[src/rtl/audtx_pkg.sv]
package audtx_pkg;
  typedef enum logic {
    FMT_LEFT_JUST = 1'b0,
    FMT_I2S       = 1'b1
  } audtx_fmt_e;
endpackage

[src/rtl/audtx_timing.sv]
module audtx_timing #(
  parameter int DIV    = 4,
  parameter int SLOTS  = 32,
  parameter int PH_W   = (DIV > 1) ? $clog2(DIV) : 1,
  parameter int SLOT_W = $clog2(SLOTS)
) (
  input  logic              clk,
  input  logic              rst,
  output logic              bit_start,
  output logic [SLOT_W-1:0] slot_next,
  output logic              bclk
);
  localparam int HALF = DIV / 2;
  localparam logic [PH_W-1:0] PH_LAST = PH_W'(DIV - 1);
  localparam logic [PH_W-1:0] PH_RISE = PH_W'(HALF - 1);

  logic [PH_W-1:0]   phase;
  logic [SLOT_W-1:0] slot;

  assign bit_start = (phase == PH_LAST);
  assign slot_next = slot + SLOT_W'(1);

  always_ff @(posedge clk) begin
    if (rst) begin
      phase <= PH_LAST;
      slot  <= SLOT_W'(SLOTS - 1);
      bclk  <= 1'b1;
    end else begin
      if (bit_start) begin
        phase <= '0;
        slot  <= slot_next;
        bclk  <= 1'b0;
      end else begin
        phase <= phase + PH_W'(1);
        if (phase == PH_RISE) bclk <= 1'b1;
      end
    end
  end

  // the rising bit-clock edge lands at the middle of the bit period
  p_bclk_rise_mid_r1: assert property (@(posedge clk) disable iff (rst)
    $rose(bclk) |-> (phase == PH_W'(HALF)));

  // the bit clock falls exactly when a new bit period starts
  p_bclk_fall_start_r1: assert property (@(posedge clk) disable iff (rst)
    $fell(bclk) |-> (phase == '0));
endmodule

[src/rtl/audtx_fetch.sv]
module audtx_fetch #(
  parameter int SAMPLE_W = 16,
  parameter int DEPTH    = 32000,
  parameter int ADDR_W   = $clog2(DEPTH)
) (
  input  logic                clk,
  input  logic                rst,
  input  logic                adv,
  input  logic [SAMPLE_W-1:0] mem_rdata,
  output logic [ADDR_W-1:0]   mem_addr,
  output logic [SAMPLE_W-1:0] word_swapped
);
  localparam int NBYTES = SAMPLE_W / 8;
  localparam logic [ADDR_W-1:0] ADDR_LAST = ADDR_W'(DEPTH - 1);

  always_ff @(posedge clk) begin
    if (rst) begin
      mem_addr <= '0;
    end else if (adv) begin
      mem_addr <= (mem_addr == ADDR_LAST) ? '0 : mem_addr + ADDR_W'(1);
    end
  end

  // reverse byte order of each stored word
  for (genvar b = 0; b < NBYTES; b++) begin : g_swap
    assign word_swapped[b*8 +: 8] = mem_rdata[(NBYTES-1-b)*8 +: 8];
  end

  // address stays inside the memory
  always_comb begin
    if (!rst) a_addr_range_r8: assert (int'(mem_addr) < DEPTH);
  end

  // wrap after the last entry
  p_addr_wrap_r8: assert property (@(posedge clk) disable iff (rst)
    (adv && mem_addr == ADDR_LAST) |=> (mem_addr == '0));

  // address only moves on the once-per-frame step
  p_addr_hold_r8: assert property (@(posedge clk) disable iff (rst)
    !adv |=> $stable(mem_addr));
endmodule

[src/rtl/audtx_shift.sv]
module audtx_shift
  import audtx_pkg::*;
#(
  parameter int SAMPLE_W = 16,
  parameter int SLOTS    = 2 * SAMPLE_W,
  parameter int SLOT_W   = $clog2(SLOTS)
) (
  input  logic                clk,
  input  logic                rst,
  input  logic                bit_start,
  input  logic [SLOT_W-1:0]   slot_next,
  input  logic                i2s_mode,
  input  logic [SAMPLE_W-1:0] word_in,
  output logic                sdata,
  output logic                wclk
);
  localparam int CH_W = $clog2(SAMPLE_W);

  audtx_fmt_e          mode_q;
  audtx_fmt_e          fmt_now;
  logic [SAMPLE_W-1:0] cur;
  logic [SAMPLE_W-1:0] word_src;
  logic [SLOT_W-1:0]   pos;
  logic [CH_W-1:0]     bit_idx;
  logic                frame_start;
  logic                load;

  assign frame_start = bit_start && (slot_next == '0);

  always_comb begin
    fmt_now  = frame_start ? audtx_fmt_e'(i2s_mode) : mode_q;
    // stream position: I2S runs one bit period behind the word clock
    pos      = slot_next - ((fmt_now == FMT_I2S) ? SLOT_W'(1) : SLOT_W'(0));
    bit_idx  = CH_W'(SAMPLE_W - 1) - pos[CH_W-1:0];
    load     = bit_start && (pos == '0);
    word_src = load ? word_in : cur;
  end

  always_ff @(posedge clk) begin
    if (rst) begin
      mode_q <= FMT_LEFT_JUST;
      cur    <= '0;
      sdata  <= 1'b0;
      wclk   <= 1'b0;
    end else if (bit_start) begin
      if (frame_start) mode_q <= fmt_now;
      if (load)        cur    <= word_in;
      sdata <= word_src[bit_idx];
      wclk  <= slot_next[SLOT_W-1];
    end
  end

  // left-justified MSB coincides with every word-clock change
  p_lj_msb_at_wclk_r5: assert property (@(posedge clk) disable iff (rst)
    (!$stable(wclk) && mode_q == FMT_LEFT_JUST) |-> (sdata == cur[SAMPLE_W-1]));

  // in I2S the bit at the word-clock change is the trailing LSB
  p_i2s_lsb_at_wclk_r6: assert property (@(posedge clk) disable iff (rst)
    (!$stable(wclk) && mode_q == FMT_I2S) |-> (sdata == cur[0]));

  // alignment mode only changes at a frame boundary
  p_mode_frame_only_r7: assert property (@(posedge clk) disable iff (rst)
    !frame_start |=> $stable(mode_q));
endmodule

[src/rtl/pcm_lj_serializer.sv]
module pcm_lj_serializer #(
  parameter int SAMPLE_W = 16,
  parameter int BCLK_DIV = 4,
  parameter int DEPTH    = 32000,
  parameter int ADDR_W   = $clog2(DEPTH)
) (
  input  logic                clk,
  input  logic                rst,
  input  logic                i2s_mode,
  output logic [ADDR_W-1:0]   mem_addr,
  input  logic [SAMPLE_W-1:0] mem_rdata,
  output logic                bclk,
  output logic                wclk,
  output logic                sdata
);
  localparam int SLOTS  = 2 * SAMPLE_W;
  localparam int SLOT_W = $clog2(SLOTS);

  logic              bit_start;
  logic [SLOT_W-1:0] slot_next;
  logic [SAMPLE_W-1:0] word_swapped;
  logic              adv;

  // fetch next word when the right channel begins: half a frame of slack
  assign adv = bit_start && (slot_next == SLOT_W'(SAMPLE_W));

  audtx_timing #(.DIV(BCLK_DIV), .SLOTS(SLOTS)) u_timing (
    .clk       (clk),
    .rst       (rst),
    .bit_start (bit_start),
    .slot_next (slot_next),
    .bclk      (bclk)
  );

  audtx_fetch #(.SAMPLE_W(SAMPLE_W), .DEPTH(DEPTH), .ADDR_W(ADDR_W)) u_fetch (
    .clk          (clk),
    .rst          (rst),
    .adv          (adv),
    .mem_rdata    (mem_rdata),
    .mem_addr     (mem_addr),
    .word_swapped (word_swapped)
  );

  audtx_shift #(.SAMPLE_W(SAMPLE_W), .SLOTS(SLOTS)) u_shift (
    .clk       (clk),
    .rst       (rst),
    .bit_start (bit_start),
    .slot_next (slot_next),
    .i2s_mode  (i2s_mode),
    .word_in   (word_swapped),
    .sdata     (sdata),
    .wclk      (wclk)
  );

  // data never moves away from a falling bit-clock edge
  p_sdata_on_fall_r3: assert property (@(posedge clk) disable iff (rst)
    !$stable(sdata) |-> $fell(bclk));

  // word clock changes only with a falling bit-clock edge
  p_wclk_on_fall_r2: assert property (@(posedge clk) disable iff (rst)
    !$stable(wclk) |-> $fell(bclk));
endmodule

[config.mk]
export PLATFORM = sky130hd
export DESIGN_NAME = pcm_lj_serializer
export DESIGN_NICKNAME = d
export VERILOG_FILES = /design/src/rtl/audtx_pkg.sv /design/src/rtl/audtx_timing.sv /design/src/rtl/audtx_fetch.sv /design/src/rtl/audtx_shift.sv /design/src/rtl/pcm_lj_serializer.sv
export SDC_FILE = /design/constraint.sdc
export NUM_CORES = 1
export LEC_CHECK = 0
export ABC_AREA = 1
export CAP_MARGIN = 25
export CORE_ASPECT_RATIO = 0.7
export CORE_MARGIN = 3
export CORE_UTILIZATION = 48
export DETAILED_ROUTE_END_ITERATION = 16
export GPL_ROUTABILITY_DRIVEN = 0
export PLACE_DENSITY = 0.83
export SYNTH_ARGS = -nofsm -noshare
export SYNTH_HDL_FRONTEND = slang
export SYNTH_SLANG_ARGS = --single-unit
[constraint.sdc]
create_clock -name clk -period 2.9 [get_ports clk]
set_input_delay 0.87 -clock clk [delete_from_list [all_inputs] [get_ports clk]]
set_output_delay 0.87 -clock clk [all_outputs]
set_load 0.02 [all_outputs]
==> run summary, run 1 <==
Ys async rst share: 0%
I/O Buffers: 36
Type of the worst setup path: reg -> reg
Clk root buf: clkbuf_8
Max_cap viols: 0
Maximum clock insertion buffer count: 2
Count leader, synth: nand2_1
Cell variety after synth: 34
CP max stage cell: dfxtp_4
Post-synth top area cell: dfxtp_1
Final setup margin: -0.255 ns
Final Util: 75.3%
Worst-Margin Slew: 0.565 ns
Commonest cells in the netlist: nand2_1, dfxtp_1, inv_1
Max frequency: 317 MHz
Post-Syn Area per Cell: 7.13 um2
Synth top area share: 37.8%
TritonCTS Buffers: 5
Final setup violation count: 3
Die width: 87.4 um
Final Cell Area: 3320 um2
CP max FO: 5
FF+latch count, synth: 42
Congestion Overflow GR: 0
Diode count: 0
Initial DRC Count: 190
First-pass GRT wire length: 10.3 mm
Multi-input gate area: 1350 um2
Sequential area share after synthesis: 37.8%
Synth top area cells: dfxtp_1, nand2_1, nand3_1
Largest net degree at the start of global routing: 23
Crit path time final: 3.15 ns
Cell Rows: 20
Share of post-route cells with drive strength above 1: 29.5%
Synthesized area: 2230 um2
Final period util: 109%
Violated checks: negative setup slack
DR vias/cell: 5.08
Dpl cells: 434
RSZ-0062 raised after global routing: true
Total track usage: 23.7%
Ys flop type: dfxtp_1
Antenna violations before repair: 0
Initial Util: 50.5%
H-tree depth: 2
Clock latency at the later pin of the worst-skew pair: 0.31 ns
IO Count: 37
Post-DRT Antenna Nets: 0
Worst hold-check path type: reg -> reg
CP startpoint kind: register
Worst Path Arrival: 3.37 ns
Largest stage delay, worst path: 0.37 ns
Fillers: 330
Mapped Nets: 338
DR WL/cell: 13.3 um
Drt pass-1 iters: 4
Post-Synthesis Cells: 312
Slew headroom: 62.1%
CTS Hold Bufs: 0
PwrDens: 624 nW/um2
Post-detail-place hpwl: 4.04 mm
Slew Viols, Final: 0
Finished Layout Cells: 459
Setup TNS Final: -0.519 ns
Synthesis Warnings: 0
Nets: 429
Storage cell area: 847 um2
Worst slack at placement: -0.450 ns
Area grow syn2layout: 49.0%
Clock Skew: 0.00948 ns
Die height: 63.0 um
Worst Hold Slack: 0.473 ns
Clk slew on worst S/H paths: 0.09 ns
Final hold vios: 0
Status: finished with violations
Full die area: 5500 um2
CTS tree: built
Peak VDD IR: 0.345 mV
Leak: 1.43 nW
Most used cell along the critical path: buf_4
Number of global-route vias before repair: 2322
Placed instance area: 2900 um2
EDFF count, synth: 0
Residual DRC count: 0
Core Region: 4400 um2
CP required: 3.12 ns
Total power: 2.07 mW
Vias post-DR: 2332
WL final: 6.11 mm
Clk sinks: 42
Crit end category: register
## worst paths after layout
check | endpoint | cells after the start | slack (ns) | start
max | u_shift.sdata | 26 | -0.25 | u_timing.slot[0]
min | u_shift.wclk | 2 | 0.47 | u_shift.wclk
max reg2reg | u_shift.sdata | 26 | -0.25 | u_timing.slot[0]
min reg2reg | u_shift.wclk | 2 | 0.47 | u_shift.wclk
## power by group
group	total (mW)	internal, mW	leakage [nW]	switching [mW]
Sequential	0.658	0.628	0.341	0.0297
Clock	0.409	0.192	0.0472	0.218
Combinational	1.00	0.459	1.04	0.545
## critical path, delay by kind of cell, from the launching register on
family | cells | cell delay (ns)
fa+ha+maj | 1 | 0.16
buf+inv | 12 | 1.32
simple gates | 13 | 1.19
flops | 1 | 0.37
## kinds of logic (layout without fill, tap and decap cells)
kind of cell	count (synthesis)	count (layout)	synth area share, %
muxes	1	1	0.450
AOI/OAI and AO/OA	39	39	9.95
DFF	42	42	37.8
and+or+nand+nor	170	171	36.8
xor gates and xnor gates	3	3	1.18
buffers and inverters	50	141	9.95
adders and majority gates	7	7	3.93
## layout make-up
cell class                 count  share of cell area [%]
inverter                      43                    4.98
clock inverter                 2                   0.377
timing repair buffer          90                    23.8
multi-input combinational    221                    40.8
sequential                    42                    25.5
tap                           55                    2.07
clock buffer                   6                    2.49
## state kept, by name (all words and copies together) (netlist names)
register / count
u_timing.phase: 2
u_fetch.mem_addr: 15
u_shift.sdata: 1
u_shift.mode_q: 1
u_timing.slot: 5
u_timing.bclk: 1
u_shift.cur: 16
u_shift.wclk: 1
## layout by cell type, fill, tap and decap left out, drive strengths merged
cell           count
o21ai             12
nand2             80
nor3               1
mux2i              1
o21a               3
nor3b              1
a221oi             1
ha                 7
nand3             43
xnor2              1
o211ai             3
clkinvlp           1
buf               54
clkinv             2
dfxtp             42
nand4              5
a2bb2oi            1
clkdlybuf4s50     36
nand3b             3
clkbuf             6
xor2               2
nor2              38
a21oi             19
inv               42
## layer usage
metal / global-route usage (%) / vias up / wire length, um
li1: - / 1194 / -
met1: 30.8 / 1053 / 2680
met2: 38.2 / 73 / 2860
met3: 5.14 / 12 / 471
met4: 8.43 / 0 / 97
met5: 0 / - / 0
## repair_timing
item | CTS | global route
pin swaps | 25 | 16
setup endpoints to repair | 2 | 17
setup buffers | 15 | 3
cloned | 1 | 0
gates resized for setup | 25 | 19
Power figures use the tool's default switching activity.
==> run 2: changes to the inputs <==
--- a/config.mk
+++ b/config.mk
@@ -8,7 +8,7 @@
 export ABC_AREA = 1
 export CAP_MARGIN = 25
 export CORE_ASPECT_RATIO = 0.7
-export CORE_MARGIN = 3
+export CORE_MARGIN = 4
 export CORE_UTILIZATION = 48
 export DETAILED_ROUTE_END_ITERATION = 16
 export GPL_ROUTABILITY_DRIVEN = 0
==> run 2 against run 1 <==
Compared with the run above:
- the flow still finishes with violations (negative setup slack)
- largest power group unchanged
- die area up 5.5%
- core utilization up 4.4 points
- sequential power about the same
- clock skew down 0.0040 ns
- largest cell class unchanged
- highest routed layer unchanged
- critical path depth unchanged
- clock power about the same
- non-clock buffer count up 18
- first-iteration DRC count up 15%
- via count up 7.5%
- hold slack better by 0.0084 ns
==> run summary, run 2 (synthesis results as in run 1) <==
Worst hold-check path type: reg -> reg
Total track usage: 23.8%
Worst Path Arrival: 3.39 ns
P_int: 1.34 mW
Clk root buf: clkbuf_8
Final hold vios: 0
Clock Skew: 0.00551 ns
Clock network power share: 18.8%
Full die area: 5810 um2
Biggest regs: u_shift.cur (16), u_fetch.mem_addr (15), u_timing.slot (5)
Status: finished with violations
Biggest register: u_shift.cur
Switching Share: 38.4%
Antenna violations before repair: 0
DR vias/cell: 5.27
Final Util: 79.7%
Placed instance area: 2920 um2
Nets: 446
Final setup margin: -0.243 ns
RSZ-0062 raised after global routing: true
Initial Util: 50.5%
CP max stage cell: dfxtp_4
CTS tree: built
CP Capture Point: u_shift.sdata
CP required: 3.15 ns
Worst Hold Slack: 0.481 ns
Post-DRT Antenna Nets: 0
Fillers: 270
Commonest non-fill, non-tap cell in the layout: buf_4
DR WL/cell: 14.6 um
Worst-Margin Slew: 0.428 ns
Congestion Overflow GR: 0
Final setup violation count: 2
WL final: 6.93 mm
Vias post-DR: 2507
Die width: 89.4 um
Largest stage delay, worst path: 0.36 ns
Finished Layout Cells: 476
Total power: 2.17 mW
Psw: 835 uW
Diode count: 0
RR Endpoint: u_shift.sdata
IO Count: 37
Leak: 1.53 nW
Max_cap viols: 0
Clock latency at the later pin of the worst-skew pair: 0.30 ns
Slew headroom: 71.5%
Crit path time final: 3.14 ns
Core Region: 4400 um2
Share of post-route cells with drive strength above 1: 34.7%
Largest net degree at the start of global routing: 23
Final Cell Area: 3510 um2
Area grow syn2layout: 57.8%
Reg2Reg Depth: 26
Residual DRC count: 0
TritonCTS Buffers: 5
H-tree depth: 2
Violated checks: negative setup slack
Drt pass-1 iters: 5
Max frequency: 318 MHz
CP max FO: 6
Number of global-route vias before repair: 2370
Number of flip-flops in the largest register: 16
Comb power frac: 51.0%
Final period util: 108%
Critical Path Source: u_timing.slot[0]
Clk slew on worst S/H paths: 0.09 ns
PwrDens: 619 nW/um2
Clk sinks: 42
Dpl cells: 436
Crit end category: register
First-pass GRT wire length: 10.8 mm
Post-detail-place hpwl: 4.19 mm
I/O Buffers: 36
Initial DRC Count: 218
Flop pwr share: 30.2%
Most frequent cells in the layout: buf_4, nand2_1, dfxtp_1, inv_1, clkdlybuf4s50_1
CP startpoint kind: register
Worst R2R Setup Slack: -0.24 ns
Slew Viols, Final: 0
Cell Rows: 20
Maximum clock insertion buffer count: 2
Type of the worst setup path: reg -> reg
Reg-to-reg critical path startpoint: u_timing.slot[0]
Peak VDD IR: 0.421 mV
Die height: 65.0 um
CTS Hold Bufs: 0
[run 2: cell types whose count changed in the layout (fill, tap and decap cells not counted), sizes merged]
cell	previous run	this run
inv	42	43
clkinv	2	1
nand2	80	79
buf	54	72
[run 2: final cells by class]
type                       instances  area [um2]  area share, %
clock buffer                       6        82.6           2.35
tap                               55        68.8           1.96
multi-input combinational        220        1400           39.9
clock inverter                     2        12.5          0.356
sequential                        42         846           24.1
timing repair buffer             108         935           26.6
inverter                          43         166           4.74
[run 2: repair_timing]
action	CTS	global route
endpoints found under the setup margin	5	25
resized for setup	23	43
pin swaps	17	29
buffers inserted	28	7
[run 2: worst min path at each step]
stage	cells after the start	endpoint	from	slack [ns]
2_1_floorplan	2	u_shift.cur[0]	u_shift.cur[0]	0.45
3_3_place_gp	2	u_shift.wclk	u_shift.wclk	0.46
3_5_place_dp	2	u_timing.bclk	u_timing.bclk	0.47
4_1_cts	2	u_shift.wclk	u_shift.wclk	0.48
5_1_grt	2	u_shift.wclk	u_shift.wclk	0.49
6_report	2	u_shift.wclk	u_shift.wclk	0.48
[run 2: worst max-delay path: cells and delay by family (launching register included)]
family	cells	cell delay, ns
buffers and inverters	4	0.35
adder cells (fa/ha/maj)	3	0.63
AND/OR/NAND/NOR	18	1.53
multiplexers	1	0.20
flip-flops	1	0.36
[run 2: layer usage]
| metal | vias up | wire length [um] | GRT usage [%] |
|---|---|---|---|
| li1 | 1223 | - | - |
| met1 | 1167 | 3020 | 31.0 |
| met2 | 95 | 3320 | 38.3 |
| met3 | 22 | 401 | 5.34 |
| met4 | 0 | 191 | 8.74 |
| met5 | - | 0 | 0 |
[run 2: power by group through the flow]
stage | clock, mW | sequential, mW | combinational (mW)
2_1_floorplan | 0 | 0.681 | 0.436
3_3_place_gp | 0 | 0.667 | 0.716
3_5_place_dp | 0 | 0.669 | 0.745
4_1_cts | 0.409 | 0.656 | 0.929
5_1_grt | 0.433 | 0.663 | 1.19
6_report | 0.407 | 0.657 | 1.11
[run 2: per-stage QoR]
| stage | worst slack, ns | TNS, ns |
|---|---|---|
| finish | -0.243 | -0.431 |
| global placement | -0.359 | -1.34 |
| detailed placement | -0.581 | -2.96 |
| floorplan | 0.00833 | 0 |
| global route | -0.411 | -1.29 |
| CTS | -0.194 | -0.327 |
